<file path="config.mk">
export PLATFORM = sky130hd
export DESIGN_NAME = line_fill_ctrl
export DESIGN_NICKNAME = d
export VERILOG_FILES = /design/src/rtl/lfc_pkg.sv /design/src/rtl/lfc_tag_store.sv /design/src/rtl/lfc_data_store.sv /design/src/rtl/lfc_fill_buf.sv /design/src/rtl/lfc_ctrl.sv /design/src/rtl/line_fill_ctrl.sv
export SDC_FILE = /design/constraint.sdc
export NUM_CORES = 1
export LEC_CHECK = 0
export ABC_CLOCK_PERIOD_IN_PS = 10800
export CAP_MARGIN = 20
export CORE_ASPECT_RATIO = 1.4
export CORE_UTILIZATION = 55
export DETAILED_ROUTE_END_ITERATION = 10
export PLACE_DENSITY = 0.81
export SLEW_MARGIN = 10
export SYNTH_ARGS = -nofsm -noshare
export SYNTH_HDL_FRONTEND = slang
export SYNTH_HIERARCHICAL = 1
export SYNTH_SLANG_ARGS = --single-unit
</file>
<file path="constraint.sdc">
create_clock -name clk -period 10.8 [get_ports clk]
set_input_delay 2.7 -clock clk [delete_from_list [all_inputs] [get_ports clk]]
set_output_delay 2.7 -clock clk [all_outputs]
set_load 0.02 [all_outputs]
</file>
<file path="src/rtl/lfc_pkg.sv">
`timescale 1ns/1ps
package lfc_pkg;

    localparam int WAYS = 2;

    typedef enum logic [1:0] {
        ST_IDLE  = 2'd0,
        ST_ISSUE = 2'd1,
        ST_FILL  = 2'd2
    } lfc_state_e;

endpackage

</file>
<file path="src/rtl/lfc_tag_store.sv">
`timescale 1ns/1ps
module lfc_tag_store #(
    parameter int SETS  = 4,
    parameter int TAG_W = 6,
    parameter int IDX_W = $clog2(SETS)
) (
    input  logic             clk,
    input  logic             rst_n,
    input  logic [IDX_W-1:0] lk_idx,
    input  logic [TAG_W-1:0] lk_tag,
    output logic             hit,
    output logic             hit_way,
    output logic             victim_way,
    input  logic             inval_en,
    input  logic [IDX_W-1:0] inval_idx,
    input  logic             inval_way,
    input  logic             fill_en,
    input  logic [IDX_W-1:0] fill_idx,
    input  logic             fill_way,
    input  logic [TAG_W-1:0] fill_tag
);
    import lfc_pkg::*;

    logic [WAYS-1:0] way_hit;
    logic [SETS-1:0] rr_q;

    for (genvar w = 0; w < WAYS; w++) begin : g_way
        logic [TAG_W-1:0] tag_q   [SETS];
        logic [SETS-1:0]  valid_q;

        always_ff @(posedge clk or negedge rst_n) begin
            if (!rst_n) begin
                valid_q <= '0;
                for (int s = 0; s < SETS; s++) tag_q[s] <= '0;
            end else begin
                if (inval_en && inval_way == 1'(w)) valid_q[inval_idx] <= 1'b0;
                if (fill_en && fill_way == 1'(w)) begin
                    valid_q[fill_idx] <= 1'b1;
                    tag_q[fill_idx]   <= fill_tag;
                end
            end
        end

        assign way_hit[w] = valid_q[lk_idx] && (tag_q[lk_idx] == lk_tag);
    end

    always_ff @(posedge clk or negedge rst_n) begin
        if (!rst_n) rr_q <= '0;
        else if (fill_en) rr_q[fill_idx] <= ~rr_q[fill_idx];
    end

    assign hit        = |way_hit;
    assign hit_way    = way_hit[1];
    assign victim_way = rr_q[lk_idx];

    AST_SINGLE_WAY_HIT: assert property (@(posedge clk) disable iff (!rst_n)
        $onehot0(way_hit));

endmodule

</file>
<file path="src/rtl/lfc_data_store.sv">
`timescale 1ns/1ps
module lfc_data_store #(
    parameter int SETS   = 4,
    parameter int WORDS  = 4,
    parameter int DATA_W = 32,
    parameter int IDX_W  = $clog2(SETS),
    parameter int OFF_W  = $clog2(WORDS)
) (
    input  logic              clk,
    input  logic [IDX_W-1:0]  rd_idx,
    input  logic              rd_way,
    input  logic [OFF_W-1:0]  rd_off,
    output logic [DATA_W-1:0] rd_data,
    input  logic              wr_en,
    input  logic [IDX_W-1:0]  wr_idx,
    input  logic              wr_way,
    input  logic [OFF_W-1:0]  wr_off,
    input  logic [DATA_W-1:0] wr_data
);
    localparam int A_W   = 1 + IDX_W + OFF_W;
    localparam int DEPTH = 1 << A_W;

    logic [DATA_W-1:0] store_q [DEPTH];
    logic [A_W-1:0]    rd_a;
    logic [A_W-1:0]    wr_a;

    assign rd_a = {rd_way, rd_idx, rd_off};
    assign wr_a = {wr_way, wr_idx, wr_off};

    always_ff @(posedge clk) begin
        if (wr_en) store_q[wr_a] <= wr_data;
    end

    assign rd_data = store_q[rd_a];

endmodule

</file>
<file path="src/rtl/lfc_fill_buf.sv">
`timescale 1ns/1ps
module lfc_fill_buf #(
    parameter int WORDS  = 4,
    parameter int DATA_W = 32,
    parameter int OFF_W  = $clog2(WORDS)
) (
    input  logic              clk,
    input  logic              rst_n,
    input  logic              start,
    input  logic [OFF_W-1:0]  start_first,
    input  logic              beat,
    input  logic [DATA_W-1:0] beat_data,
    input  logic [OFF_W-1:0]  rd_off,
    output logic [OFF_W-1:0]  first,
    output logic [OFF_W-1:0]  beat_off,
    output logic              last_beat,
    output logic              rd_ready,
    output logic [DATA_W-1:0] rd_data
);
    logic [OFF_W-1:0]  first_q;
    logic [OFF_W-1:0]  cnt_q;
    logic [WORDS-1:0]  arrived_q;
    logic [DATA_W-1:0] buf_q [WORDS];
    logic              bypass;

    always_ff @(posedge clk or negedge rst_n) begin
        if (!rst_n) begin
            first_q   <= '0;
            cnt_q     <= '0;
            arrived_q <= '0;
        end else if (start) begin
            first_q   <= start_first;
            cnt_q     <= '0;
            arrived_q <= '0;
        end else if (beat) begin
            arrived_q[beat_off] <= 1'b1;
            cnt_q               <= cnt_q + 1'b1;
        end
    end

    always_ff @(posedge clk) begin
        if (beat) buf_q[beat_off] <= beat_data;
    end

    assign first     = first_q;
    assign beat_off  = first_q + cnt_q;
    assign last_beat = (cnt_q == OFF_W'(WORDS - 1));
    assign bypass    = beat && (beat_off == rd_off);
    assign rd_ready  = arrived_q[rd_off] || bypass;
    assign rd_data   = bypass ? beat_data : buf_q[rd_off];

    AST_WORD_ONCE: assert property (@(posedge clk) disable iff (!rst_n)
        beat |-> !arrived_q[beat_off]);

endmodule

</file>
<file path="src/rtl/lfc_ctrl.sv">
`timescale 1ns/1ps
module lfc_ctrl (
    input  logic                clk,
    input  logic                rst_n,
    input  logic                cpu_req,
    input  logic                lk_hit,
    input  logic                same_line,
    input  logic                fb_ready,
    input  logic                mem_valid,
    input  logic                last_beat,
    output lfc_pkg::lfc_state_e state,
    output logic                start_miss,
    output logic                mem_req,
    output logic                beat,
    output logic                commit,
    output logic                cpu_rdy,
    output logic                sel_fb
);
    import lfc_pkg::*;

    lfc_state_e state_q, state_d;

    always_ff @(posedge clk or negedge rst_n) begin
        if (!rst_n) state_q <= ST_IDLE;
        else        state_q <= state_d;
    end

    always_comb begin
        state_d = state_q;
        unique case (state_q)
            ST_IDLE:  if (cpu_req && !lk_hit) state_d = ST_ISSUE;
            ST_ISSUE: state_d = ST_FILL;
            ST_FILL:  if (mem_valid && last_beat) state_d = ST_IDLE;
            default:  state_d = ST_IDLE;
        endcase
    end

    always_comb begin
        start_miss = 1'b0;
        mem_req    = 1'b0;
        beat       = 1'b0;
        commit     = 1'b0;
        cpu_rdy    = 1'b0;
        sel_fb     = 1'b0;
        unique case (state_q)
            ST_IDLE: begin
                cpu_rdy    = cpu_req && lk_hit;
                start_miss = cpu_req && !lk_hit;
            end
            ST_ISSUE: begin
                mem_req = 1'b1;
                sel_fb  = 1'b1;
                cpu_rdy = cpu_req && same_line && fb_ready;
            end
            ST_FILL: begin
                beat    = mem_valid;
                commit  = mem_valid && last_beat;
                sel_fb  = 1'b1;
                cpu_rdy = cpu_req && same_line && fb_ready;
            end
            default: ;
        endcase
    end

    assign state = state_q;

    AST_MEM_REQ_PULSE: assert property (@(posedge clk) disable iff (!rst_n)
        mem_req |=> !mem_req);

    AST_MISS_ISSUES: assert property (@(posedge clk) disable iff (!rst_n)
        (state_q == ST_IDLE && cpu_req && !lk_hit) |=> mem_req);

endmodule

</file>
<file path="src/rtl/line_fill_ctrl.sv">
`timescale 1ns/1ps
module line_fill_ctrl #(
    parameter int ADDR_W = 10,
    parameter int DATA_W = 32,
    parameter int SETS   = 4,
    parameter int WORDS  = 4,
    parameter int OFF_W  = $clog2(WORDS),
    parameter int IDX_W  = $clog2(SETS),
    parameter int LINE_W = ADDR_W - OFF_W,
    parameter int TAG_W  = LINE_W - IDX_W
) (
    input  logic              clk,
    input  logic              rst_n,
    input  logic              cfg_wrap,
    input  logic              cpu_req,
    input  logic [ADDR_W-1:0] cpu_addr,
    output logic              cpu_rdy,
    output logic [DATA_W-1:0] cpu_rdata,
    output logic              mem_req,
    output logic [LINE_W-1:0] mem_line,
    output logic [OFF_W-1:0]  mem_first,
    input  logic              mem_valid,
    input  logic [DATA_W-1:0] mem_data
);
    import lfc_pkg::*;

    logic [OFF_W-1:0]  cpu_off;
    logic [IDX_W-1:0]  cpu_idx;
    logic [TAG_W-1:0]  cpu_tag;
    logic [LINE_W-1:0] cpu_line;

    logic [LINE_W-1:0] fill_line_q;
    logic              fill_way_q;
    logic [IDX_W-1:0]  fill_idx;
    logic [TAG_W-1:0]  fill_tag;

    logic              lk_hit, hit_way, victim_way;
    logic              same_line;
    logic              start_miss, beat, commit, sel_fb;
    lfc_state_e        state;
    logic [OFF_W-1:0]  fb_beat_off;
    logic              fb_last, fb_ready;
    logic [DATA_W-1:0] fb_data, ds_data;

    assign cpu_off  = cpu_addr[OFF_W-1:0];
    assign cpu_idx  = cpu_addr[OFF_W +: IDX_W];
    assign cpu_tag  = cpu_addr[ADDR_W-1 -: TAG_W];
    assign cpu_line = cpu_addr[ADDR_W-1:OFF_W];

    assign fill_idx  = fill_line_q[IDX_W-1:0];
    assign fill_tag  = fill_line_q[LINE_W-1:IDX_W];
    assign same_line = (cpu_line == fill_line_q);

    always_ff @(posedge clk or negedge rst_n) begin
        if (!rst_n) begin
            fill_line_q <= '0;
            fill_way_q  <= 1'b0;
        end else if (start_miss) begin
            fill_line_q <= cpu_line;
            fill_way_q  <= victim_way;
        end
    end

    lfc_tag_store #(.SETS(SETS), .TAG_W(TAG_W), .IDX_W(IDX_W)) u_tags (
        .clk        (clk),
        .rst_n      (rst_n),
        .lk_idx     (cpu_idx),
        .lk_tag     (cpu_tag),
        .hit        (lk_hit),
        .hit_way    (hit_way),
        .victim_way (victim_way),
        .inval_en   (start_miss),
        .inval_idx  (cpu_idx),
        .inval_way  (victim_way),
        .fill_en    (commit),
        .fill_idx   (fill_idx),
        .fill_way   (fill_way_q),
        .fill_tag   (fill_tag)
    );

    lfc_data_store #(.SETS(SETS), .WORDS(WORDS), .DATA_W(DATA_W),
                     .IDX_W(IDX_W), .OFF_W(OFF_W)) u_data (
        .clk     (clk),
        .rd_idx  (cpu_idx),
        .rd_way  (hit_way),
        .rd_off  (cpu_off),
        .rd_data (ds_data),
        .wr_en   (beat),
        .wr_idx  (fill_idx),
        .wr_way  (fill_way_q),
        .wr_off  (fb_beat_off),
        .wr_data (mem_data)
    );

    lfc_fill_buf #(.WORDS(WORDS), .DATA_W(DATA_W), .OFF_W(OFF_W)) u_fbuf (
        .clk         (clk),
        .rst_n       (rst_n),
        .start       (start_miss),
        .start_first (cfg_wrap ? cpu_off : '0),
        .beat        (beat),
        .beat_data   (mem_data),
        .rd_off      (cpu_off),
        .first       (mem_first),
        .beat_off    (fb_beat_off),
        .last_beat   (fb_last),
        .rd_ready    (fb_ready),
        .rd_data     (fb_data)
    );

    lfc_ctrl u_ctrl (
        .clk        (clk),
        .rst_n      (rst_n),
        .cpu_req    (cpu_req),
        .lk_hit     (lk_hit),
        .same_line  (same_line),
        .fb_ready   (fb_ready),
        .mem_valid  (mem_valid),
        .last_beat  (fb_last),
        .state      (state),
        .start_miss (start_miss),
        .mem_req    (mem_req),
        .beat       (beat),
        .commit     (commit),
        .cpu_rdy    (cpu_rdy),
        .sel_fb     (sel_fb)
    );

    assign mem_line  = fill_line_q;
    assign cpu_rdata = sel_fb ? fb_data : ds_data;

    AST_NO_EARLY_VALID: assert property (@(posedge clk) disable iff (!rst_n)
        (state == ST_FILL && cpu_req && same_line) |-> !lk_hit);

    AST_EARLY_RESTART: assert property (@(posedge clk) disable iff (!rst_n)
        (state == ST_FILL && mem_valid && cpu_req && same_line && fb_beat_off == cpu_off)
        |-> (cpu_rdy && cpu_rdata == mem_data));

    AST_OTHER_LINE_STALL: assert property (@(posedge clk) disable iff (!rst_n)
        (state != ST_IDLE && cpu_req && cpu_addr[ADDR_W-1:OFF_W] != mem_line) |-> !cpu_rdy);

endmodule

</file>
==> flow_metrics.py, run 1 <==
metrics = {
    "status": {
        "outcome": "completed",
    },
    "global_routing": {
        "grt_pass1_vias": 28200,
        "antenna_found_initial": 4,
        "overflow": 0,
        "grt_first_pass_wirelength_mm": 181,
        "grt_usage_pct": 27.2,
        "grt_max_degree": 88,
    },
    "detailed_routing": {
        "drt_pass1_iterations": 6,
        "via_per_inst": 6.54,
        "routedWlPerCell_um": 30.1,
        "dr.first_iter.drc_count": 3347,
        "dr_total_vias": 27400,
        "drc_errors": 0,
        "drt-total-wl_mm": 126,
        "drtAntennaViolNets": 0,
    },
    "synth": {
        "synth-async-reset-ratio_pct": 6.42,
        "synthXorXnorAreaFrac_pct": 0.635,
        "yosys_warnings": 6,
        "synth-simple-area-share_pct": 3.23,
        "netlist_instances": 2764,
        "yosys.area.top_type": "edfxtp_1",
        "synth_edf_count": 1152,
        "synth_mux_area_share_pct": 15.8,
        "netlist_top_cells_count": "edfxtp_1, mux2i_1, nand2_1, nand3_1",
        "synth_flop_cell": "edfxtp_1",
        "yosysTopAreaCellShare_pct": 69.9,
        "synth.distinct_cells": 56,
        "synth_nets": 2817,
        "synth-compound-area-share_pct": 4.25,
        "avgSynthCellArea_um2": 17.9,
        "ys_seq_area_share_pct": 73.9,
        "synth_top_family_by_area": "multiplexers",
        "ys_ff_latch": 1231,
        "synth_area_um2": 49500,
        "synth_most_common_cell": "edfxtp_1",
        "ys_top_cells_by_area": "edfxtp_1, mux2i_1, dfrtp_1, mux4_2, mux2_4",
        "yosys.area_share.adder_pct": 0.152,
    },
    "layout": {
        "nNetsFinal": 2968,
        "stdcell_area_um2": 55600,
        "stdcell_count": 4191,
        "drive_gt1_share_pct": 16.1,
        "syn_to_final_growth_pct": 12.5,
        "fin_util_pct": 62.7,
    },
    "clock_network": {
        "clock_path_buffers": 3,
        "clk_pin_slew_ns": 0.06,
        "cts_sinks": 1231,
        "insertion_delay_ns": 0.67,
        "cts_made_buffers": 112,
        "holdBufCountCts": 0,
        "cts_tree": "yes",
        "ctsResizeCount": 0,
        "cts_root_buf": "clkbuf_16",
        "htree_num_levels": 3,
        "post-cts-setup-buffers": 0,
    },
    "setup_path": {
        "slowest_delay_ns": 1.02,
        "worst_setup_path_start_kind": "input pin",
        "crit_path_end_kind": "output pin",
        "cp_slowest_cell": "clkdlybuf4s50_1",
        "cp_top_family": "buffers and inverters",
        "crit_arrival_ns": 7.34,
        "critPathMaxFanout": 23,
        "path_class": "in -> out",
        "path_cells": "clkdlybuf4s50_1 > buf_4 > mux2i_1 > xor2_1 > a31oi_1 > nor2_1 > or2_2 > buf_4 > nor3_1 > a31oi_1 > nand3_1 > mux2_4 > clkdlybuf4s50_1",
        "crit_buf_inv": 4,
        "cp.required_ns": 8.10,
    },
    "power": {
        "power.density_nw_per_um2": 190,
        "irDropWorstVdd_mv": 0.176,
        "p_leak_nw": 19.6,
        "p_total_mw": 10.6,
    },
    "timing": {
        "rsz0062_at_grt": "false",
        "finalMaxSlewViolations": 0,
        "period_share_pct": 92.9,
        "worst_slew_pin_slew_ns": 1.05,
        "slew_headroom_pct": 30.1,
        "min_period_ns": 10.04,
        "hold_viol_final": 0,
        "setup-violations-final": 0,
        "holdWs_ns": 0.487,
        "fin_skew_ns": 0.0179,
        "setup_tns_ns": 0,
        "fin_ws_ns": 0.763,
        "max_clock_freq_ghz": 0.0996,
    },
    "die": {
        "chipHeight_um": 357,
        "io_pins": 91,
        "start_util_pct": 55.7,
        "rows": 129,
        "core-area_um2": 88800,
        "die_w_um": 255,
        "die-area_um2": 91200,
    },
    "place": {
        "io_buffers": 90,
        "placed_cells": 3969,
        "routabilityCongestion": 0.804,
        "post-place-ws_ns": 0.884,
        "place_area_um2": 52000,
        "dp_hpwl_mm": 66.5,
    },
    "run": {
        "cap_violations": 0,
    },
    "worst_hold_path": {
        "min_path_type": "reg -> reg",
    },
}
-- path summary, 6_finish.rpt --
kind | slack [ns] | end | depth (start not counted) | startpoint
worst max-delay path | 0.76 | cpu_rdata[4] | 13 | cpu_addr[3]
worst max register to register | 7.22 | u_data/store_q[29][16] | 4 | u_fbuf/first[1]
min in group asynchronous | 1.91 | u_ctrl/state[1] | 1 | rst_n
worst min-delay path | 0.49 | u_tags/rr_q[2] | 1 | u_tags/rr_q[2]
worst min register to register | 0.49 | u_tags/rr_q[2] | 1 | u_tags/rr_q[2]
max in group asynchronous | 8.30 | u_tags/rr_q[2] | 2 | rst_n
-- layer usage --
metal / GRT usage [%] / part of all wire [%] / vias to the layer above / wire length (um)
li1: - / - / 11200 / -
met3: 4.61 / 9.7 / 411 / 12200
met1: 33.6 / 35 / 14000 / 43900
met4: 15.1 / 5.8 / 2 / 7340
met5: 0 / 0.010 / - / 13
met2: 45.9 / 50 / 1764 / 62600
-- sequential cells by signal, indices dropped and copies added (netlist names) --
name / flops
mem_line: 8
u_ctrl/state: 2
u_tags/g_way.valid_q: 8
fill_way_q: 1
u_fbuf/first: 2
u_fbuf/arrived_q: 4
u_fbuf/cnt_q: 2
u_data/store_q: 1024
u_tags/g_way.tag_q: 48
u_fbuf/buf_q: 128
u_tags/rr_q: 4
-- logic make-up after synthesis --
family | after synthesis
adder cells (fa/ha/maj) | 6
multiplexers | 688
AO/OA/AOI/OAI | 307
AND/OR/NAND/NOR | 337
buffers and inverters | 161
XOR/XNOR | 34
flip-flops | 1231
-- placed cells by master (no fill, tap or decap), types with 5 or more instances in the layout --
cell / count
a21oi_1: 96
a22o_1: 64
a22oi_1: 96
a31oi_1: 33
buf_12: 12
buf_4: 82
buf_8: 9
clkbuf_1: 34
clkbuf_16: 115
clkbuf_8: 6
clkdlybuf4s50_1: 85
clkinv_1: 24
clkinv_2: 15
clkinvlp_4: 5
dfrtp_1: 79
edfxtp_1: 1152
ha_1: 5
mux2_2: 63
mux2_4: 60
mux2i_1: 521
mux4_2: 42
nand2_1: 109
nand2b_1: 8
nand3_1: 102
nand3b_1: 5
nor2_1: 10
nor2_4: 34
nor2b_1: 6
nor3_1: 33
o21ai_0: 6
xnor2_1: 27
xor2_1: 6
-- power breakdown --
group	switching, mW	leakage (nW)	internal, mW
Clock	1.67	1.68	2.09
Sequential	0.106	11.4	5.35
Combinational	0.785	6.49	0.560
Total	2.56	19.6	8.01
-- final cells by class --
type | count | area [um2]
Tap cell | 1179 | 1480
Antenna cell | 2 | 5.00
Inverter | 4 | 15.0
Clock buffer | 157 | 3100
Clock inverter | 52 | 365
Timing Repair Buffer | 194 | 1920
Fill cell | 5904 | 33100
Sequential cell | 1231 | 36600
Multi-Input combinational cell | 1372 | 12200
No activity file was read; power rests on OpenSTA's default activity.
==> inputs of run 2 (changes only) <==
--- a/config.mk
+++ b/config.mk
@@ -5,7 +5,7 @@
 export SDC_FILE = /design/constraint.sdc
 export NUM_CORES = 1
 export LEC_CHECK = 0
-export ABC_CLOCK_PERIOD_IN_PS = 10800
+export ABC_CLOCK_PERIOD_IN_PS = 9400
 export CAP_MARGIN = 20
 export CORE_ASPECT_RATIO = 1.4
 export CORE_UTILIZATION = 55
==> constraint.sdc (replaced) <==
create_clock -name clk -period 9.4 [get_ports clk]
set_input_delay 2.35 -clock clk [delete_from_list [all_inputs] [get_ports clk]]
set_output_delay 2.35 -clock clk [all_outputs]
set_load 0.02 [all_outputs]
==> run 2 against run 1 <==
Register-to-register slack lost 1.4 ns; clock power is 14% higher; via count down 1.9%; wire length fell by 4.6%; largest cell class unchanged; largest power group unchanged; highest routed layer is now met4.
==> flow_metrics.py, run 2 (synthesis results as in run 1) <==
metrics = {
    "status": {
        "outcome": "completed",
    },
    "layout": {
        "fillers": 5920,
        "nNetsFinal": 2965,
        "top_regs": "u_data/store_q: 1024 flops, u_fbuf/buf_q: 128 flops, u_tags/g_way.tag_q: 48 flops",
        "regArea_um2": 36600,
        "syn_to_final_growth_pct": 12.4,
        "fin_util_pct": 62.6,
        "final_common_cell": "edfxtp_1",
        "stdcell_area_um2": 55600,
        "antenna_cells": 0,
        "drive_gt1_share_pct": 16.4,
        "stdcell_count": 4183,
        "multi_input_area_um2": 12200,
        "largest_register_ffs": 1024,
        "layout_common_cells": "edfxtp_1, mux2i_1, clkbuf_16",
        "regMostFlops": "u_data/store_q",
    },
    "clock_network": {
        "clk_pin_slew_ns": 0.06,
        "clock_path_buffers": 3,
        "cts_root_buf": "clkbuf_16",
        "holdBufCountCts": 0,
        "post-cts-setup-buffers": 0,
        "cts_sinks": 1231,
        "ctsResizeCount": 0,
        "insertion_delay_ns": 0.69,
        "cts_tree": "yes",
        "cts_made_buffers": 111,
        "htree_num_levels": 3,
    },
    "setup_path": {
        "crit_top_cell": "clkdlybuf4s50_1",
        "path_cells": "clkdlybuf4s50_1 > mux4_2 > xnor2_1 > nand4_1 > nor2_1 > or2_2 > buf_12 > nor3_1 > a31oi_1 > nand3_1 > mux2_4 > clkdlybuf4s50_1",
        "cp_slowest_cell": "clkdlybuf4s50_1",
        "path_class": "in -> out",
        "cp.required_ns": 7.05,
        "crit_buf_inv": 3,
        "cp_top_family": "buffers and inverters",
        "worst_setup_path_start_kind": "input pin",
        "critPathMaxFanout": 17,
        "crit_arrival_ns": 6.51,
        "slowest_delay_ns": 0.84,
        "crit_path_end_kind": "output pin",
    },
    "global_routing": {
        "antenna_found_initial": 0,
        "overflow": 0,
        "grt_max_degree": 125,
        "grt_pass1_vias": 27500,
        "grt_first_pass_wirelength_mm": 173,
        "grt_usage_pct": 25.9,
    },
    "power": {
        "p_leak_nw": 19.6,
        "power.density_nw_per_um2": 218,
        "irDropWorstVdd_mv": 0.251,
        "p_total_mw": 12.1,
    },
    "timing": {
        "slew_headroom_pct": 25.9,
        "fin_skew_ns": 0.0245,
        "min_period_ns": 8.86,
        "fin_ws_ns": 0.545,
        "worst_slew_pin_slew_ns": 1.11,
        "setup-violations-final": 0,
        "max_clock_freq_ghz": 0.113,
        "holdWs_ns": 0.487,
        "period_share_pct": 94.2,
        "rsz0062_at_grt": "false",
        "setup_tns_ns": 0,
        "hold_viol_final": 0,
        "finalMaxSlewViolations": 0,
    },
    "place": {
        "post-place-ws_ns": 0.652,
        "place_area_um2": 52000,
        "placed_cells": 3970,
        "routabilityCongestion": 0.830,
        "io_buffers": 90,
        "dp_hpwl_mm": 65.1,
    },
    "detailed_routing": {
        "drtAntennaViolNets": 0,
        "drc_errors": 0,
        "dr.first_iter.drc_count": 3123,
        "routedWlPerCell_um": 28.8,
        "via_per_inst": 6.43,
        "dr_total_vias": 26900,
        "drt_pass1_iterations": 6,
        "drt-total-wl_mm": 120,
    },
    "die": {
        "io_pins": 91,
        "die-area_um2": 91200,
        "core-area_um2": 88800,
        "start_util_pct": 55.7,
        "rows": 129,
        "chipHeight_um": 357,
        "die_w_um": 255,
    },
    "worst_hold_path": {
        "min_path_type": "reg -> reg",
    },
    "run": {
        "cap_violations": 0,
    },
}
[run 2: changes by cell type in the layout (fill, tap and decap cells not counted), moves of 2 or more]
cell and delta:
clkdlybuf4s50_1 -5, diode_2 -2, buf_4 +2, clkbuf_1 -19, clkbuf_4 -2, buf_12 +4, clkinv_1 +10, clkbuf_8 -6
bufinv_16 +3, clkinv_2 +10, clkinv_4 +2
[run 2: cell type report]
| type | count | area share, % |
|---|---|---|
| timing repair buffer | 192 | 3.45 |
| clock buffer | 129 | 5.23 |
| tap | 1179 | 2.65 |
| inverter | 4 | 0.0270 |
| sequential | 1231 | 65.8 |
| multi-input combinational | 1372 | 21.9 |
| clock inverter | 76 | 0.988 |
[run 2: worst paths after layout]
kind	slack, ns	cells after the start	end	from
worst min register to register	0.49	1	u_tags/rr_q[0]	u_tags/rr_q[0]
min in group asynchronous	1.50	1	u_ctrl/state[1]	rst_n
worst max register to register	5.86	5	u_data/store_q[19][12]	u_fbuf/cnt_q[0]
worst min-delay path	0.49	1	u_tags/rr_q[0]	u_tags/rr_q[0]
worst max-delay path	0.54	12	cpu_rdata[26]	cpu_addr[2]
max in group asynchronous	7.31	2	mem_line[5]	rst_n
[run 2: routing by layer]
metal | up-vias | global-route usage [%] | wire [um]
met3 | 330 | 4.10 | 11500
li1 | 11200 | - | -
met5 | - | 0 | 0
met1 | 13700 | 32.6 | 42700
met4 | 0 | 11.9 | 5340
met2 | 1641 | 44.5 | 60800
[run 2: where the power goes]
part	switching (mW)	internal, mW	leakage (nW)
Clock	1.91	2.40	1.70
Sequential	0.111	6.15	11.4
Combinational	0.900	0.640	6.49
